<file path="src/rtl/calx_pkg.sv">
// Package: shared constants and the decoded control-word record for the
// calendar extractor. Assumes 64-bit link words with the field layout below.
package calx_pkg;
    localparam int PAGE_W   = 16;
    localparam int PAGE_LO  = 40;
    localparam int MARK_BIT = 56;

    typedef struct packed {
        logic              ctrl;   // word is an accepted control word
        logic              mark;   // round-start marker
        logic [PAGE_W-1:0] page;   // calendar page carried by the word
    } ctl_info_t;
endpackage

</file>
<file path="src/rtl/calx_decode.sv">
// Module: calx_decode
// Classifies one incoming word and extracts its calendar page and marker.
// Assumes the word is already framed/descrambled; purely combinational.
module calx_decode
    import calx_pkg::*;
(
    input  logic        word_vld,
    input  logic [63:0] word,
    output ctl_info_t   info
);
    logic unused_fields;

    // Classify the word and slice out marker and page.
    always_comb begin
        info.ctrl = word_vld & word[63] & word[62];
        info.mark = word[MARK_BIT];
        info.page = word[PAGE_LO +: PAGE_W];
    end

    assign unused_fields = ^{word[61:57], word[39:0]};
endmodule

</file>
<file path="src/rtl/calx_sequencer.sv">
// Module: calx_sequencer
// Tracks position within a calendar round, chooses the shadow slot for each
// accepted page, signals completion and records premature restarts.
// Assumes PAGES >= 1; position 0 means "not aligned yet".
module calx_sequencer
    import calx_pkg::*;
#(
    parameter int PAGES = 4,
    localparam int IDX_W = (PAGES > 1) ? $clog2(PAGES) : 1,
    localparam int CNT_W = $clog2(PAGES + 1)
) (
    input  logic             clk,
    input  logic             rst_n,
    input  ctl_info_t        info,
    output logic             store,
    output logic [IDX_W-1:0] slot,
    output logic             commit,
    output logic             misalign
);
    localparam logic [CNT_W-1:0] FULL_C = CNT_W'(PAGES);
    localparam logic [CNT_W-1:0] LAST_C = CNT_W'(PAGES - 1);

    logic [CNT_W-1:0] cnt_q;
    logic             restart;
    logic             partial;

    assign partial = (cnt_q != '0) && (cnt_q < FULL_C);

    // Decide whether this word's page is stored, where, and if it closes a round.
    always_comb begin
        store   = 1'b0;
        slot    = '0;
        commit  = 1'b0;
        restart = 1'b0;
        if (info.ctrl) begin
            if (info.mark) begin
                store   = 1'b1;
                restart = 1'b1;
                commit  = (PAGES == 1);
            end else if (partial) begin
                store  = 1'b1;
                slot   = cnt_q[IDX_W-1:0];
                commit = (cnt_q == LAST_C);
            end
        end
    end

    // Advance the page position; a marker always restarts at one page held.
    always_ff @(posedge clk) begin
        if (!rst_n)       cnt_q <= '0;
        else if (restart) cnt_q <= CNT_W'(1);
        else if (store)   cnt_q <= cnt_q + CNT_W'(1);
    end

    // Latch the sticky flag when a marker cuts a round short.
    always_ff @(posedge clk) begin
        if (!rst_n)                  misalign <= 1'b0;
        else if (restart && partial) misalign <= 1'b1;
    end
endmodule

</file>
<file path="src/rtl/calx_assemble.sv">
// Module: calx_assemble
// Holds pages of the round in progress and publishes the merged calendar
// atomically on commit. Assumes store/slot/commit come from calx_sequencer.
module calx_assemble
    import calx_pkg::*;
#(
    parameter int PAGES = 4,
    localparam int IDX_W = (PAGES > 1) ? $clog2(PAGES) : 1,
    localparam int CAL_W = PAGES * PAGE_W
) (
    input  logic              clk,
    input  logic              rst_n,
    input  logic              store,
    input  logic [IDX_W-1:0]  slot,
    input  logic [PAGE_W-1:0] page,
    input  logic              commit,
    output logic [CAL_W-1:0]  cal_q
);
    logic [PAGE_W-1:0] shadow_q [PAGES];
    logic [CAL_W-1:0]  merged;

    // Merge the page arriving now with stored ones; slot 0 is most significant.
    for (genvar k = 0; k < PAGES; k++) begin : g_slice
        assign merged[CAL_W-1-PAGE_W*k -: PAGE_W] =
            (store && slot == IDX_W'(k)) ? page : shadow_q[k];
    end

    // Capture an accepted page into its shadow slot.
    always_ff @(posedge clk) begin
        if (!rst_n) begin
            for (int k = 0; k < PAGES; k++) shadow_q[k] <= '1;
        end else if (store) begin
            for (int k = 0; k < PAGES; k++)
                if (slot == IDX_W'(k)) shadow_q[k] <= page;
        end
    end

    // Publish the whole calendar once a round completes.
    always_ff @(posedge clk) begin
        if (!rst_n)      cal_q <= '1;
        else if (commit) cal_q <= merged;
    end
endmodule

</file>
<file path="src/rtl/calendar_recover.sv">
// Module: calendar_recover (top)
// Recovers the in-band flow-control calendar from received control words.
// Assumes CAL_W is a multiple of 16; ENABLE = 0 forces an all-ones output.
module calendar_recover
    import calx_pkg::*;
#(
    parameter int CAL_W  = 64,
    parameter bit ENABLE = 1'b1
) (
    input  logic             clk,
    input  logic             rst_n,
    input  logic             word_vld,
    input  logic [63:0]      word,
    output logic [CAL_W-1:0] cal_out,
    output logic             cal_misalign
);
    localparam int PAGES = CAL_W / PAGE_W;
    localparam int IDX_W = (PAGES > 1) ? $clog2(PAGES) : 1;

    if (ENABLE) begin : g_on
        ctl_info_t        info;
        logic             store;
        logic             commit;
        logic [IDX_W-1:0] slot;

        calx_decode u_decode (
            .word_vld (word_vld),
            .word     (word),
            .info     (info)
        );

        calx_sequencer #(.PAGES(PAGES)) u_seq (
            .clk      (clk),
            .rst_n    (rst_n),
            .info     (info),
            .store    (store),
            .slot     (slot),
            .commit   (commit),
            .misalign (cal_misalign)
        );

        calx_assemble #(.PAGES(PAGES)) u_asm (
            .clk    (clk),
            .rst_n  (rst_n),
            .store  (store),
            .slot   (slot),
            .page   (info.page),
            .commit (commit),
            .cal_q  (cal_out)
        );
    end else begin : g_off
        logic unused_inputs;
        assign unused_inputs = ^{clk, rst_n, word_vld, word};
        assign cal_out       = '1;
        assign cal_misalign  = 1'b0;
    end
endmodule

</file>
<file path="config.mk">
export PLATFORM = sky130hd
export DESIGN_NAME = calendar_recover
export DESIGN_NICKNAME = d
export VERILOG_FILES = /design/src/rtl/calx_pkg.sv /design/src/rtl/calx_decode.sv /design/src/rtl/calx_sequencer.sv /design/src/rtl/calx_assemble.sv /design/src/rtl/calendar_recover.sv
export SDC_FILE = /design/constraint.sdc
export NUM_CORES = 1
export LEC_CHECK = 0
export ABC_AREA = 1
export CORE_MARGIN = 2
export CORE_UTILIZATION = 47
export CTS_CLUSTER_SIZE = 16
export DETAILED_ROUTE_END_ITERATION = 10
export GPL_TIMING_DRIVEN = 0
export PLACE_DENSITY = 0.75
export SLEW_MARGIN = 20
export SYNTH_ARGS = -nofsm -noshare
export SYNTH_HDL_FRONTEND = slang
export SYNTH_SLANG_ARGS = --single-unit
</file>
<file path="constraint.sdc">
create_clock -name clk -period 3 [get_ports clk]
set_input_delay 0.3 -clock clk [delete_from_list [all_inputs] [get_ports clk]]
set_output_delay 0.3 -clock clk [all_outputs]
set_load 0.01 [all_outputs]
</file>
==> Word level (Yosys, flattened, before mapping) <==
Memory sizes are Yosys's and may differ from the RTL's. A register that Yosys moved wholly into a read port is not among the register bits.
Index checks and enable logic that the tools add are counted.
{ "classes": {"mux": 34, "reduce_logical": 10, "order_cmp": 1, "n_eq_ne": 4, "n_bitwise": 7, "add_sub_neg": 1} }
{ "op_table": {"columns": ["cell", "count"], "rows": [
  ["$mux W16", 4],
  ["$mux W1", 27],
  ["$mux W2", 3],
  ["$eq A2 B2 Y1 const B", 2],
  ["$logic_not A1 Y1", 4],
  ["$or A1 B1 Y1", 4],
  ["$add A3 B1 Y3 const B", 1],
  ["$eq A3 B2 Y1 const B", 1],
  ["$lt A3 B3 Y1 const B", 1],
  ["$reduce_bool A3 Y1", 1],
  ["$and A1 B1 Y1", 2],
  ["$eq A2 B1 Y1 const B", 1],
  ["$logic_and A1 B1 Y1", 2],
  ["$logic_not A2 Y1", 1],
  ["$reduce_bool A2 Y1", 1],
  ["$reduce_or A2 Y1", 1],
  ["$not A1 Y1", 1]
]} }
{ "totals": {"wordCells": 61, "input_bits": 67, "mem_bits_rw": 64, "ff_bits": 4, "memories": 1, "output_inout_bits": 65} }
{ "memory_table": {"columns": ["memory", "words", "word_bits", "rd", "rd_ports_with_merged_regs", "write_ports", "line", "source"], "rows": [
  ["g_on.u_asm.shadow_q", 4, 16, 4, 4, 4, "calx_assemble.sv:19", "logic [PAGE_W-1:0] shadow_q [PAGES];"]
]} }

==> Depth between registers and ports, before layout <==
{ "depth": {"ltp_word": 11, "ltp_mapped": 10} }

==> Modules after synthesis <==
From an unflattened synthesis, not the netlist that was laid out.
{ "unflattened": {"cells_unflattened": 662, "hier_area_um2": 5685.5} }
{ "by_module_without_submodules": {"columns": ["module", "area_per_inst_um2", "n_inst", "cells_per_inst"], "rows": [
  ["calx_assemble", 5290.1, 1, 604],
  ["calx_sequencer", 254.0, 1, 38],
  ["calx_decode", 141.4, 1, 20]
]} }

==> Least setup slack after synthesis <==
No wires, ideal clock.
{ "synth_path": {"path_kind": "reg-to-reg", "from": "register g_on.u_seq.cnt_q[0]", "to": "memory g_on.u_asm.shadow_q[1][0] (enable)", "path_buffers": 0, "setup_time_ps": 411, "synth_period_minus_slack_ps": 2754, "slack_ps": 246, "t_arrival_ps": 2343, "stages_incl_launch_ff": 8, "path_cell_list": "dfxtp_1 > inv_2 > ha_1 > nor2_2 > nand2_1 > nor2_4 > inv_2 > o21ai_0"} }
{ "synth_lines": {"columns": ["item", "line", "source"], "rows": [
  ["from (decl)", "calx_sequencer.sv:23", "logic [CNT_W-1:0] cnt_q;"],
  ["from (signal assigned)", "calx_sequencer.sv:52", "else if (store) cnt_q <= cnt_q + CNT_W'(1);"],
  ["to (decl)", "calx_assemble.sv:19", null]
]} }

==> impl_metrics.csv <==
group,metric,value,unit
final_layout,layout.nets,719,
die,io-pin-count,132,
pwr,cellLeakagePower,2.71,nW
cts,ctsResizeCount,0,
synth,synth_compound_area_share,2.15,%
sta,fin_hold_ws,0.447,ns
die,core_area,0.0103,mm^2
final_layout,area_delta_synth_final,32.9,%
synth,synth_top_family_by_area,"simple AND/OR/NAND/NOR gates",
global_routing,gr-usage-all-layers,22.3,%
synth,synth_mux_area_share,0,%
synth,synth_area_leaders,"dfxtp_1, edfxtp_1, nand2_1",
cts,ctsHoldBuffers,0,
routing,wl_per_cell,15.4,um
routing,route.met2.wl,6000,um
synth,synthSimpleGateAreaFrac,26.9,%
sta,drv_slew,0,
sta,setup_viol,0,
synth,ys_seq_area_share,63.1,%
global_routing,grt_pass1_vias,3898,
sta,hold_viol,0,
cts,cts_tree,"yes",
placed_design,pre_cts_slack,0.329,ns
die,die_area,0.0114,mm^2
global_routing,grt-ovfl-total,0,
synth,synth.avg_cell_area,9.10,um^2
cts,cts_sinks,132,
routing,via_per_inst,5.14,
sta,fmax,407,MHz
placed_design,port_buffers,86,
setup_path,worstPathArrival,2.60,ns
routing,dr.pass1.iters,5,
routing,wl,12300,um
die,initial_core_util,48.2,%
routing,topRoutingLayerUsed,"met4",
synth,synth_top_cell_by_area,"dfxtp_1",
pwr,peakVddDrop,0.369,mV
routing,wl_met1,5330,um
sta,worst_pin_slew,0.795,ns
routing,vias,4103,
synth,ys_warn_count,0,
routing,drt_iter0_drc,337,
sta,tns,0,ns
cts,htreeDepth,4,
final_layout,layout-drive-gt1-share,8.31,%
synth,synth_cells,544,
cts,cts_buffers,17,
synth,synth_top_area_share,34.0,%
global_routing,grt_start_max_net_pins,17,
status,status,"finished, final reports clean",
final_layout,fin_area,0.00658,mm^2
routing,wl_met3,729,um
synth,synth_nets,614,
setup_path,worstPathRequired,3.15,ns
cts,path_clk_slew,0.06,ns
global_routing,grt_pass1_wl,19300,um
synth,synth_cell_types,23,
sta,slew_headroom,47.0,%
synth,ys_seq_elements,132,
synth,syn_area,0.00495,mm^2
routing,antenna_left,0,
placed_design,place.gp.congestion,0.925,
setup_path,cp-start-kind,"flip-flop",
die,die_w,107,um
global_routing,antenna_found_initial,0,
final_layout,num_antenna_cells,0,
cts,cts_setup_buffers,0,
cts,clk_latency,0.52,ns
sta,post-route-min-period,2.46,ns
min_path,hold_path_class,"reg -> reg",
cts,clockBufferDepth,2,
sta,finalWorstSetupSlack,0.544,ns
pwr,power.density,611,mW/mm^2
sta,skew,0.00776,ns
sta,fin_crit_sh,81.9,%
setup_path,setup.worst_path.class,"reg -> reg",
setup_path,crit_fanout,16,
setup_path,cp-end-kind,"flip-flop",
die,rows,37,
die,die_y,107,um
synth,synth-adder-area-share,0.758,%
sta,rsz0062_at_grt,"false",
cts,cts_root_buffer,"clkbuf_8",
synth,synth-xor-area-share,0,%
job,max-cap-violations,0,
placed_design,post-dp-hpwl,8470,um
routing,drcViolationCount,0,
placed_design,placed_area,0.00599,mm^2
==> final timing paths <==
check | cells after the start | end | start | slack [ns]
max | 7 | g_on.u_asm.shadow_q[1][2]$_SDFFCE_PN1P_ | g_on.u_seq.cnt_q[0]$_SDFFE_PN0P_ | 0.54
min | 2 | g_on.u_asm.cal_q[21]$_SDFFE_PN1P_ | g_on.u_asm.shadow_q[2][5]$_SDFFCE_PN1P_ | 0.45
max reg2reg | 7 | g_on.u_asm.shadow_q[1][2]$_SDFFCE_PN1P_ | g_on.u_seq.cnt_q[0]$_SDFFE_PN0P_ | 0.54
min reg2reg | 2 | g_on.u_asm.cal_q[21]$_SDFFE_PN1P_ | g_on.u_asm.shadow_q[2][5]$_SDFFCE_PN1P_ | 0.45
==> registers in the layout, indices dropped and copies added (netlist names) <==
register	flops
g_on.u_asm.shadow_q	64
g_on.u_seq.cnt_q	3
g_on.u_seq.misalign	1
g_on.u_asm.cal_q	64
==> cells by family after synthesis <==
family | count (synthesis)
adders and majority gates | 3
buffers and inverters | 88
DFF | 132
AOI/OAI and AO/OA | 21
and+or+nand+nor | 300
==> report_power, final <==
part           total, mW  leakage, nW  internal [mW]  switching, mW
clock               2.05        0.290           1.29          0.762
combinational      0.111         1.41         0.0334         0.0772
sequential          1.86         1.01           1.86        0.00224
==> Yosys cell counts, drive strengths merged <==
| master | number |
|---|---|
| a21oi | 18 |
| a31oi | 1 |
| buf | 14 |
| clkbuf | 16 |
| dfxtp | 84 |
| edfxtp | 48 |
| ha | 3 |
| inv | 58 |
| nand2 | 186 |
| nand3 | 85 |
| nand4 | 17 |
| nor2 | 8 |
| nor3 | 4 |
| o21ai | 2 |
==> area by class of cell <==
type	instances	area (um^2)
flip-flops and latches	132	3120
repair buffers	86	861
multi-input cells	324	1480
well taps	136	170
inverters	58	218
fillers	818	3700
clock inverters	13	158
clock buffers	19	432
plain buffers	30	136
==> layout by cell type (no fill, tap or decap), types with 2 or more instances in the layout <==
master,synthesis,routed
inv_1,55,55
dfxtp_1,84,84
ha_1,3,3
clkinv_4,0,3
nor3_4,2,2
nand4_1,17,17
edfxtp_1,48,48
nor2_2,2,2
clkbuf_8,0,2
clkinv_2,0,3
nor2_1,5,5
clkbuf_16,0,16
buf_2,10,10
bufinv_16,0,3
o21ai_2,0,2
buf_1,2,2
nand2_1,186,186
clkdlybuf4s50_1,0,86
nand3_1,83,83
a21oi_1,18,18
inv_2,3,3
clkbuf_1,16,17
nand3_2,2,2
==> layer usage <==
metal	track usage, %	up-vias
met2	37.4	175
met1	28.7	1925
met3	4.86	22
li1	-	1981
met5	0	-
met4	7.51	0
==> through the flow <==
stage          util (%)  power, mW  instances
5_1_grt            64.0       4.12        798
2_1_floorplan         -       1.95        544
3_5_place_dp       58.3       2.01        766
3_3_place_gp       58.2       2.00        766
4_1_cts            64.0       4.02        798
6_report           64.0       4.02        798
==> critical path, stage by stage (launching register included) <==
cell and delay [ns]:
dfxtp_1 0.50, inv_2 0.08, ha_1 0.24, nor2_2 0.18, nand2_1 0.14, nor2_4 0.22, inv_2 0.09, o21ai_2 0.63
No activity file was read; power rests on OpenSTA's default activity.
